<file path="src/rtl/e3pm_pkg.sv">
package e3pm_pkg;
  localparam int NUM_CNT = 3;
  localparam int IDX_FRM = 0;
  localparam int IDX_PAR = 1;
  localparam int IDX_REI = 2;

  typedef struct packed {
    logic cur;
    logic prev;
  } alarm_hist_t;
endpackage

</file>
<file path="src/rtl/e3pm_bip.sv">
module e3pm_bip #(
  parameter int DW = 8
) (
  input  logic          clk,
  input  logic          rst,
  input  logic          fire,
  input  logic          sof,
  input  logic          em,
  input  logic [DW-1:0] data,
  output logic          chk_vld,
  output logic [DW-1:0] diff
);
  logic [DW-1:0] acc_q;
  logic [DW-1:0] ref_q;
  logic          seen_q;
  logic          ref_ok_q;

  always_ff @(posedge clk) begin
    if (rst) begin
      acc_q    <= '0;
      ref_q    <= '0;
      seen_q   <= 1'b0;
      ref_ok_q <= 1'b0;
    end else if (fire) begin
      if (sof) begin
        ref_q    <= acc_q;
        ref_ok_q <= seen_q;
        seen_q   <= 1'b1;
        acc_q    <= data;
      end else begin
        acc_q <= acc_q ^ data;
      end
    end
  end

  // reference byte of this frame checked against last frame's parity
  assign chk_vld = fire & em & ~sof & ref_ok_q;
  assign diff    = ref_q ^ data;
endmodule

</file>
<file path="src/rtl/e3pm_gate.sv">
module e3pm_gate
  import e3pm_pkg::*;
(
  input  logic clk,
  input  logic rst,
  input  logic fire,
  input  logic sof,
  input  logic oof,
  input  logic ais,
  input  logic ungated,
  output logic frm_ok,
  output logic win_ok
);
  alarm_hist_t hist_q;
  logic        alarm_now;

  assign alarm_now = oof | ais;

  always_ff @(posedge clk) begin
    if (rst) begin
      hist_q <= '0;
    end else if (fire && sof) begin
      hist_q.prev <= hist_q.cur;
      hist_q.cur  <= alarm_now;
    end
  end

  // framing flag judged on the alarm state seen with the same byte
  assign frm_ok = ungated | ~alarm_now;
  // parity and remote errors need a clean frame after a clean frame
  assign win_ok = ungated | ~(hist_q.cur | hist_q.prev);
endmodule

</file>
<file path="src/rtl/e3pm_satcnt.sv">
module e3pm_satcnt #(
  parameter int CW = 16,
  parameter int IW = 4
) (
  input  logic          clk,
  input  logic          rst,
  input  logic          lat,
  input  logic [IW-1:0] inc,
  output logic [CW-1:0] live,
  output logic [CW-1:0] hold
);
  logic [CW-1:0] base;
  logic [CW:0]   sum;
  logic [CW-1:0] nxt;

  always_comb begin
    base = lat ? '0 : live;
    sum  = {1'b0, base} + {{(CW + 1 - IW){1'b0}}, inc};
    nxt  = sum[CW] ? '1 : sum[CW-1:0];
  end

  always_ff @(posedge clk) begin
    if (rst) begin
      live <= '0;
      hold <= '0;
    end else begin
      live <= nxt;
      if (lat) hold <= live;
    end
  end
endmodule

</file>
<file path="src/rtl/e3_perf_mon.sv">
module e3_perf_mon
  import e3pm_pkg::*;
#(
  parameter int DATA_W  = 8,
  parameter int CNT_W   = 16,
  parameter int REI_POS = 3
) (
  input  logic              clk,
  input  logic              rst,
  input  logic              in_valid,
  output logic              in_ready,
  input  logic [DATA_W-1:0] in_data,
  input  logic              in_sof,
  input  logic              in_em,
  input  logic              in_ma,
  input  logic              in_frm_err,
  input  logic              in_oof,
  input  logic              in_ais,
  input  logic              cfg_bip_bits,
  input  logic              cfg_ungated,
  input  logic              lat_stb,
  output logic [CNT_W-1:0]  hold_fe,
  output logic [CNT_W-1:0]  hold_pe,
  output logic [CNT_W-1:0]  hold_rei
);
  localparam int INC_W = $clog2(DATA_W + 1);

  logic              rdy_q;
  logic              fire;
  logic              chk_vld;
  logic [DATA_W-1:0] diff;
  logic              frm_ok;
  logic              win_ok;
  logic [INC_W-1:0]  pc;
  logic [INC_W-1:0]  inc_v  [NUM_CNT];
  logic [CNT_W-1:0]  live_v [NUM_CNT];
  logic [CNT_W-1:0]  hold_v [NUM_CNT];
  logic [CNT_W-1:0]  live_fe;
  logic [CNT_W-1:0]  live_pe;
  logic [CNT_W-1:0]  live_rei;

  always_ff @(posedge clk) begin
    if (rst) rdy_q <= 1'b0;
    else     rdy_q <= 1'b1;
  end

  assign in_ready = rdy_q;
  assign fire     = in_valid & rdy_q;

  e3pm_bip #(.DW(DATA_W)) u_bip (
    .clk     (clk),
    .rst     (rst),
    .fire    (fire),
    .sof     (in_sof),
    .em      (in_em),
    .data    (in_data),
    .chk_vld (chk_vld),
    .diff    (diff)
  );

  e3pm_gate u_gate (
    .clk     (clk),
    .rst     (rst),
    .fire    (fire),
    .sof     (in_sof),
    .oof     (in_oof),
    .ais     (in_ais),
    .ungated (cfg_ungated),
    .frm_ok  (frm_ok),
    .win_ok  (win_ok)
  );

  always_comb begin
    pc = '0;
    for (int i = 0; i < DATA_W; i++) pc = pc + INC_W'(diff[i]);
  end

  always_comb begin
    inc_v[IDX_FRM] = INC_W'(fire & in_sof & in_frm_err & frm_ok);
    inc_v[IDX_PAR] = '0;
    if (chk_vld && win_ok)
      inc_v[IDX_PAR] = cfg_bip_bits ? pc : INC_W'(|diff);
    inc_v[IDX_REI] = INC_W'(fire & in_ma & ~in_sof & in_data[REI_POS] & win_ok);
  end

  for (genvar g = 0; g < NUM_CNT; g++) begin : g_cnt
    e3pm_satcnt #(.CW(CNT_W), .IW(INC_W)) u_cnt (
      .clk  (clk),
      .rst  (rst),
      .lat  (lat_stb),
      .inc  (inc_v[g]),
      .live (live_v[g]),
      .hold (hold_v[g])
    );
  end

  assign live_fe  = live_v[IDX_FRM];
  assign live_pe  = live_v[IDX_PAR];
  assign live_rei = live_v[IDX_REI];
  assign hold_fe  = hold_v[IDX_FRM];
  assign hold_pe  = hold_v[IDX_PAR];
  assign hold_rei = hold_v[IDX_REI];
endmodule

</file>
<file path="config.mk">
export PLATFORM = sky130hd
export DESIGN_NAME = e3_perf_mon
export DESIGN_NICKNAME = d
export VERILOG_FILES = /design/src/rtl/e3pm_pkg.sv /design/src/rtl/e3pm_bip.sv /design/src/rtl/e3pm_gate.sv /design/src/rtl/e3pm_satcnt.sv /design/src/rtl/e3_perf_mon.sv
export SDC_FILE = /design/constraint.sdc
export NUM_CORES = 1
export LEC_CHECK = 0
export ABC_AREA = 1
export CAP_MARGIN = 10
export CORE_UTILIZATION = 34
export CTS_BUF_LIST = sky130_fd_sc_hd__clkbuf_8 sky130_fd_sc_hd__clkbuf_16
export DETAILED_ROUTE_END_ITERATION = 8
export SYNTH_ARGS = -nofsm -noshare
export SYNTH_HDL_FRONTEND = slang
export SYNTH_SLANG_ARGS = --single-unit
</file>
<file path="constraint.sdc">
create_clock -name clk -period 14.92 [get_ports clk]
set_input_delay 3.73 -clock clk [delete_from_list [all_inputs] [get_ports clk]]
set_output_delay 3.73 -clock clk [all_outputs]
set_load 0.02 [all_outputs]
</file>
-- Word level (Yosys, flattened, before mapping)
Index checks and enable logic that the tools add are counted.
- bits of input ports: 20
- output and inout bits: 49
- word-level logic and storage cells: 58
- bits in registers: 117
- mux-type cells: 10
- bitwise operators: 21
- reduce and logical (&&, ||, !) cells: 4
- $add $sub $neg: 10
- operator list (kind ; number):
    16-bit 2-to-1 mux ; 6
    16-bit by 4-bit adder with 17-bit output ; 2
    16-bit by 1-bit adder with 17-bit output ; 1
    4-bit by 1-bit adder with 4-bit output ; 4
    8-bit bitwise XOR ; 2
    1-bit bitwise AND ; 8
    4-bit by 1-bit bitwise AND with 4-bit output ; 2
    4-bit 2-to-1 mux ; 2
    8-bit 2-to-1 mux ; 1
    8-bit OR reduction ; 1
    3-bit by 1-bit adder with 4-bit output ; 1
    1-bit by 4-bit bitwise AND with 4-bit output ; 1
    1-bit inverter with 4-bit output ; 1
    1-bit bitwise OR ; 4
    2-bit by 1-bit adder with 3-bit output ; 1
    1-bit inverter ; 3
    1-bit by 1-bit adder with 2-bit output ; 1
    1-bit logical AND ; 2
    2-bit AND reduction ; 1
    1-bit 2-to-1 mux ; 1

-- Depth between registers and ports, before layout
- depth after elaboration: 12
- mapped depth: 23
- depth with buffers taken out: 22

-- Cells and area by module
From an unflattened synthesis, not the netlist that was laid out.
- cell total of the unflattened synthesis: 883
- area, all modules: 6452.4 um2
- modules (own cells, without submodules) (module ; times used ; sequential area each (um2) ; area each (um2) ; cells each):
    e3pm_satcnt ; 3 ; 640.6 ; 1741.7 ; 234
    e3pm_bip ; 1 ; 360.3 ; 799.5 ; 111
    e3_perf_mon ; 1 ; 20.0 ; 316.6 ; 50
    e3pm_gate ; 1 ; 40.0 ; 111.4 ; 20

-- Least setup slack after synthesis
No wires, ideal clock.
- path kind: in2reg
- from: input port in_data[0]
- to: register g_cnt[1].u_cnt.live[10]
- buffers on the path: 1
- setup slack: 7318 ps
- data required time: 14811 ps
- library setup time: 109 ps
- arrival: 7493 ps
- cell stages on the path: 21
- cell sequence: xnor2_1 fa_1 inv_1 fa_1 inv_1 fa_1 inv_1 ha_1 fa_1 nand2_1 nor2_1 fa_1 nand2_1 nand2_1 nand2_2 nor2_4 nand2_2 buf_6 nand3_1 nand2_1 inv_1
- word-level cells in the longest chain between the ends: 12
- elaborated cells between the ends (all ways): 13
- those cells by class: add/sub (8); mux (3); bitwise (1); reduce/logical (1)
- RTL lines (what ; RTL line ; text):
    start: declaration ; e3_perf_mon.sv:12 ; input logic [DATA_W-1:0] in_data,
    8-bit bitwise XOR (*) ; e3pm_bip.sv:38 ; assign diff = ref_q ^ data;
    1-bit by 1-bit adder with 2-bit output ; e3_perf_mon.sv:75 ; for (int i = 0; i < DATA_W; i++) pc = pc + INC_W'(diff[i]);
    2-bit by 1-bit adder with 3-bit output ; e3_perf_mon.sv:75 ;
    3-bit by 1-bit adder with 4-bit output ; e3_perf_mon.sv:75 ;
    4-bit by 1-bit adder with 4-bit output (4 in series) ; e3_perf_mon.sv:75 ;
    4-bit 2-to-1 mux (*) ; e3_perf_mon.sv:82 ; inc_v[IDX_PAR] = cfg_bip_bits ? pc : INC_W'(|diff);
    4-bit 2-to-1 mux (*) ; e3_perf_mon.sv:81 ; if (chk_vld && win_ok)
    16-bit by 4-bit adder with 17-bit output (*) ; e3pm_satcnt.sv:18 ; sum = {1'b0, base} + {{(CW + 1 - IW){1'b0}}, inc};
    16-bit 2-to-1 mux (*) ; e3pm_satcnt.sv:19 ; nxt = sum[CW] ? '1 : sum[CW-1:0];
    end signal: assignment ; e3pm_satcnt.sv:27 ; live <= nxt;
    end: declaration ; e3pm_satcnt.sv:9 ; output logic [CW-1:0] live,
Every way passes the cells marked *; elsewhere a longest branch is shown, timed or not.
A chain may end at the register's enable or synchronous reset.

-- Worst setup path after layout
- from: input port in_data[0]
- to: register g_cnt[1].u_cnt.live[15]
Same word-level chain as after synthesis.

==> results.ini <==
[logic_synthesis]
synth_top_family_by_area=simple AND/OR/NAND/NOR gates
syn-instance-count=824
ys_seq_elements=117
avgSynthCellArea_um2=7.14
synth_compound_area_share_pct=14.2
synth_fp_nets=861
synth-simple-area-share_pct=26.4
synthMuxAreaShare_pct=0
synthAdderAreaFrac_pct=4.26
ys_seq_area_share_pct=39.8
yosys_warnings=0
synth.distinct_cells=38
synth_xor_xnor_area_share_pct=3.43
synth_area_mm2=0.00588

[layout]
drive_gt1_share_pct=7.87
utilization_pct=43.2
syn_to_final_growth_pct=23.2
finalNonFillerCells=1109
n_antenna_cell=0
nNetsFinal=914

[floorplanning]
die_w_um=134
coreArea_mm2=0.0168
fp.dieH_um=134
start_util_pct=35.1
dieArea_mm2=0.0178
rows=47
design.portCount=69

[clock_network]
clockBufferDepth=2
htree_num_levels=4
clk_latency_ps=420
cts.sinks=117
ctsHoldBuffers=0
post_cts_buffers=0
numCtsBuffers=17
cts_tree=yes
clockRootBuffer=clkbuf_16
ctsResizeCount=0
clk_pin_slew_worst_paths_ps=50

[worst_setup_path]
cp-end-kind=register
path_class=input pin to register
r2r-start=u_bip.ref_q[0]$_SDFFE_PP0P_
cp.arrival_ps=8160
worstPathRequired_ps=15210
reg2reg_to=g_cnt[1].u_cnt.live[15]$_SDFF_PP0_
ff2ff_path_depth=20
critPathLaunchType=input pin
r2r_slack_ps=10480
path_max_fanout=15

[sta]
rsz0062_at_grt=no
final_hold_viol_count=0
setup-violations-final=0
layout_setup_ws_ps=7040
layout_worst_path_cycle_share_pct=52.8
maxSlewHeadroom_pct=53.6
max_slew.worst_pin.slew_ps=696
report.final.slew_viol_count=0
clock.fmax_mhz=127
min_period_ps=7880
clock_skew_ps=8.17
finalSetupTns_ps=0

[power_and_ir_drop]
p_per_area_mw_per_mm2=114
peakVddDrop_mv=0.0878
power_leakage_nw=2.98
total_power_mw=0.826

[detailed_routing]
wl_met3_um=444
wl_per_cell_um=11.8
wirelength_um=13100
drt-met1-wl_um=6320
route.antenna.remaining_nets=0
drtPass1Iterations=5
vias_per_cell=4.58
routed.top_layer=met4
vias=5075
wl_met2_um=6120
drt_iter0_drc=265
drcViolationCount=0

[global_routing]
grt_max_degree=73
groute.usage.overall_pct=16.1
global_route.overflow_total=0
grt_pass1_wl_um=23000
grt_pass1_vias=4910
antenna_found_initial=0

[placed_design]
dp_slack_ps=6600
port_buffers=68
globalplace.congestion=0.812
placed_cells=1078
dp_hpwl_um=8850

[hold_path]
whs_path_depth=2
whs_endpoint=u_bip.seen_q$_SDFFE_PP0P_
hold_path_class=register to register
min_from=u_bip.seen_q$_SDFFE_PP0P_

[run_status]
status=finished, final reports clean

[flow_run]
max_cap_viol_count=0

==> final cells by class <==
cell class                 count  area [µm²]
timing repair buffer          72         708
tap                          220         275
sequential                   117        2340
fill                        1780        9520
clock inverter                10         129
clock buffer                  21         480
inverter                     124         470
multi-input combinational    545        2840
==> cell usage in the layout, fill, tap and decap left out, types with 3 or more instances in the layout <==
cell	n
nor2_2	5
clkdlybuf4s50_1	67
nand4_1	10
nor2_4	4
dfxtp_1	117
or2_2	3
buf_4	5
xnor2_1	11
a21oi_1	84
inv_1	123
bufinv_16	3
nand2_2	6
clkbuf_16	17
xor2_1	12
clkbuf_8	4
nand2_1	124
clkinv_2	4
nand3_1	60
nand3_2	4
a21oi_2	3
o21ai_0	62
fa_1	5
nor2_1	122
ha_1	12
==> sequential cells by signal, indices dropped and copies added (netlist names) <==
| register | flops |
|---|---|
| u_bip.ref_ok_q | 1 |
| u_gate.hist_q | 2 |
| u_bip.acc_q | 8 |
| u_bip.ref_q | 8 |
| g_cnt.u_cnt.hold | 48 |
| u_bip.seen_q | 1 |
| in_ready | 1 |
| g_cnt.u_cnt.live | 48 |
==> worst max-delay path, cell delays in order <==
cell and delay (ps):
clkdlybuf4s50_1 430, xnor2_1 170, fa_1 540, inv_1 60, fa_1 520, inv_1 50
fa_1 530, inv_1 40, ha_1 210, fa_1 430, nand2_1 70, nor2_1 70
fa_1 460, nand2_1 90, nand2_1 100, nand2_2 140, nor2_4 50, nand2_2 240
nand2_1 90, nor2_1 90, nor2_1 40
==> Yosys cell counts (all sizes together) <==
| master | instances | share of area [%] |
|---|---|---|
| clkinv | 1 | 0.15 |
| a21oi | 87 | 7.6 |
| nand3b | 1 | 0.34 |
| clkbuf | 22 | 1.4 |
| nor3 | 3 | 0.43 |
| nand4 | 11 | 1.3 |
| a31oi | 3 | 0.53 |
| dfxtp | 117 | 40 |
| fa | 5 | 1.7 |
| nor3b | 1 | 0.13 |
| xnor2 | 11 | 1.6 |
| inv | 123 | 7.9 |
| o211ai | 2 | 0.26 |
| xor2 | 12 | 1.8 |
| ha | 12 | 2.6 |
| o22ai | 1 | 0.11 |
| nor2 | 131 | 9.1 |
| buf | 16 | 2.5 |
| a211oi | 1 | 0.13 |
| o21bai | 2 | 0.26 |
| nand2 | 132 | 8.9 |
| and3 | 1 | 0.11 |
| nand3 | 64 | 5.8 |
| or2 | 3 | 0.32 |
| o21ai | 62 | 5.3 |
==> stage by stage <==
stage	hold WS [ps]	instance area (µm²)
global placement	433	6630
floorplan	423	5880
detailed placement	436	6630
finish	446	7240
CTS	445	7240
global route	477	7240
==> power breakdown <==
part,leakage [nW],internal (mW),total (mW),switching (mW)
sequential,0.954,0.322,0.327,0.00484
clock,0.302,0.277,0.422,0.144
combinational,1.73,0.0332,0.0778,0.0446
==> worst max-delay path by stage <==
stage | endpoint | cells after the start | slack, ps | start
final | g_cnt[1].u_cnt.live[15]$_SDFF_PP0_ | 21 | 7040 | in_data[0]
after global routing | g_cnt[1].u_cnt.live[7]$_SDFF_PP0_ | 23 | 6670 | in_data[0]
after detailed placement | g_cnt[1].u_cnt.live[15]$_SDFF_PP0_ | 21 | 6600 | in_data[0]
after CTS | g_cnt[1].u_cnt.live[15]$_SDFF_PP0_ | 21 | 7030 | in_data[0]
after floorplan | g_cnt[1].u_cnt.live[10]$_SDFF_PP0_ | 21 | 7320 | in_data[0]
after global placement | g_cnt[1].u_cnt.live[15]$_SDFF_PP0_ | 21 | 6640 | in_data[0]
==> layer usage <==
layer  vias to the layer above  global-route usage, %
li1                       2722                      -
met1                      2274                   19.9
met2                        65                   26.8
met3                        14                   3.65
met4                         0                   7.13
met5                         -                      0
==> kinds of logic after synthesis <==
logic type | Yosys count
simple gates | 347
fa+ha+maj | 17
buf+inv | 162
flops | 117
compound gates | 158
xor+xnor | 23
(Power assumes the default switching activity.)
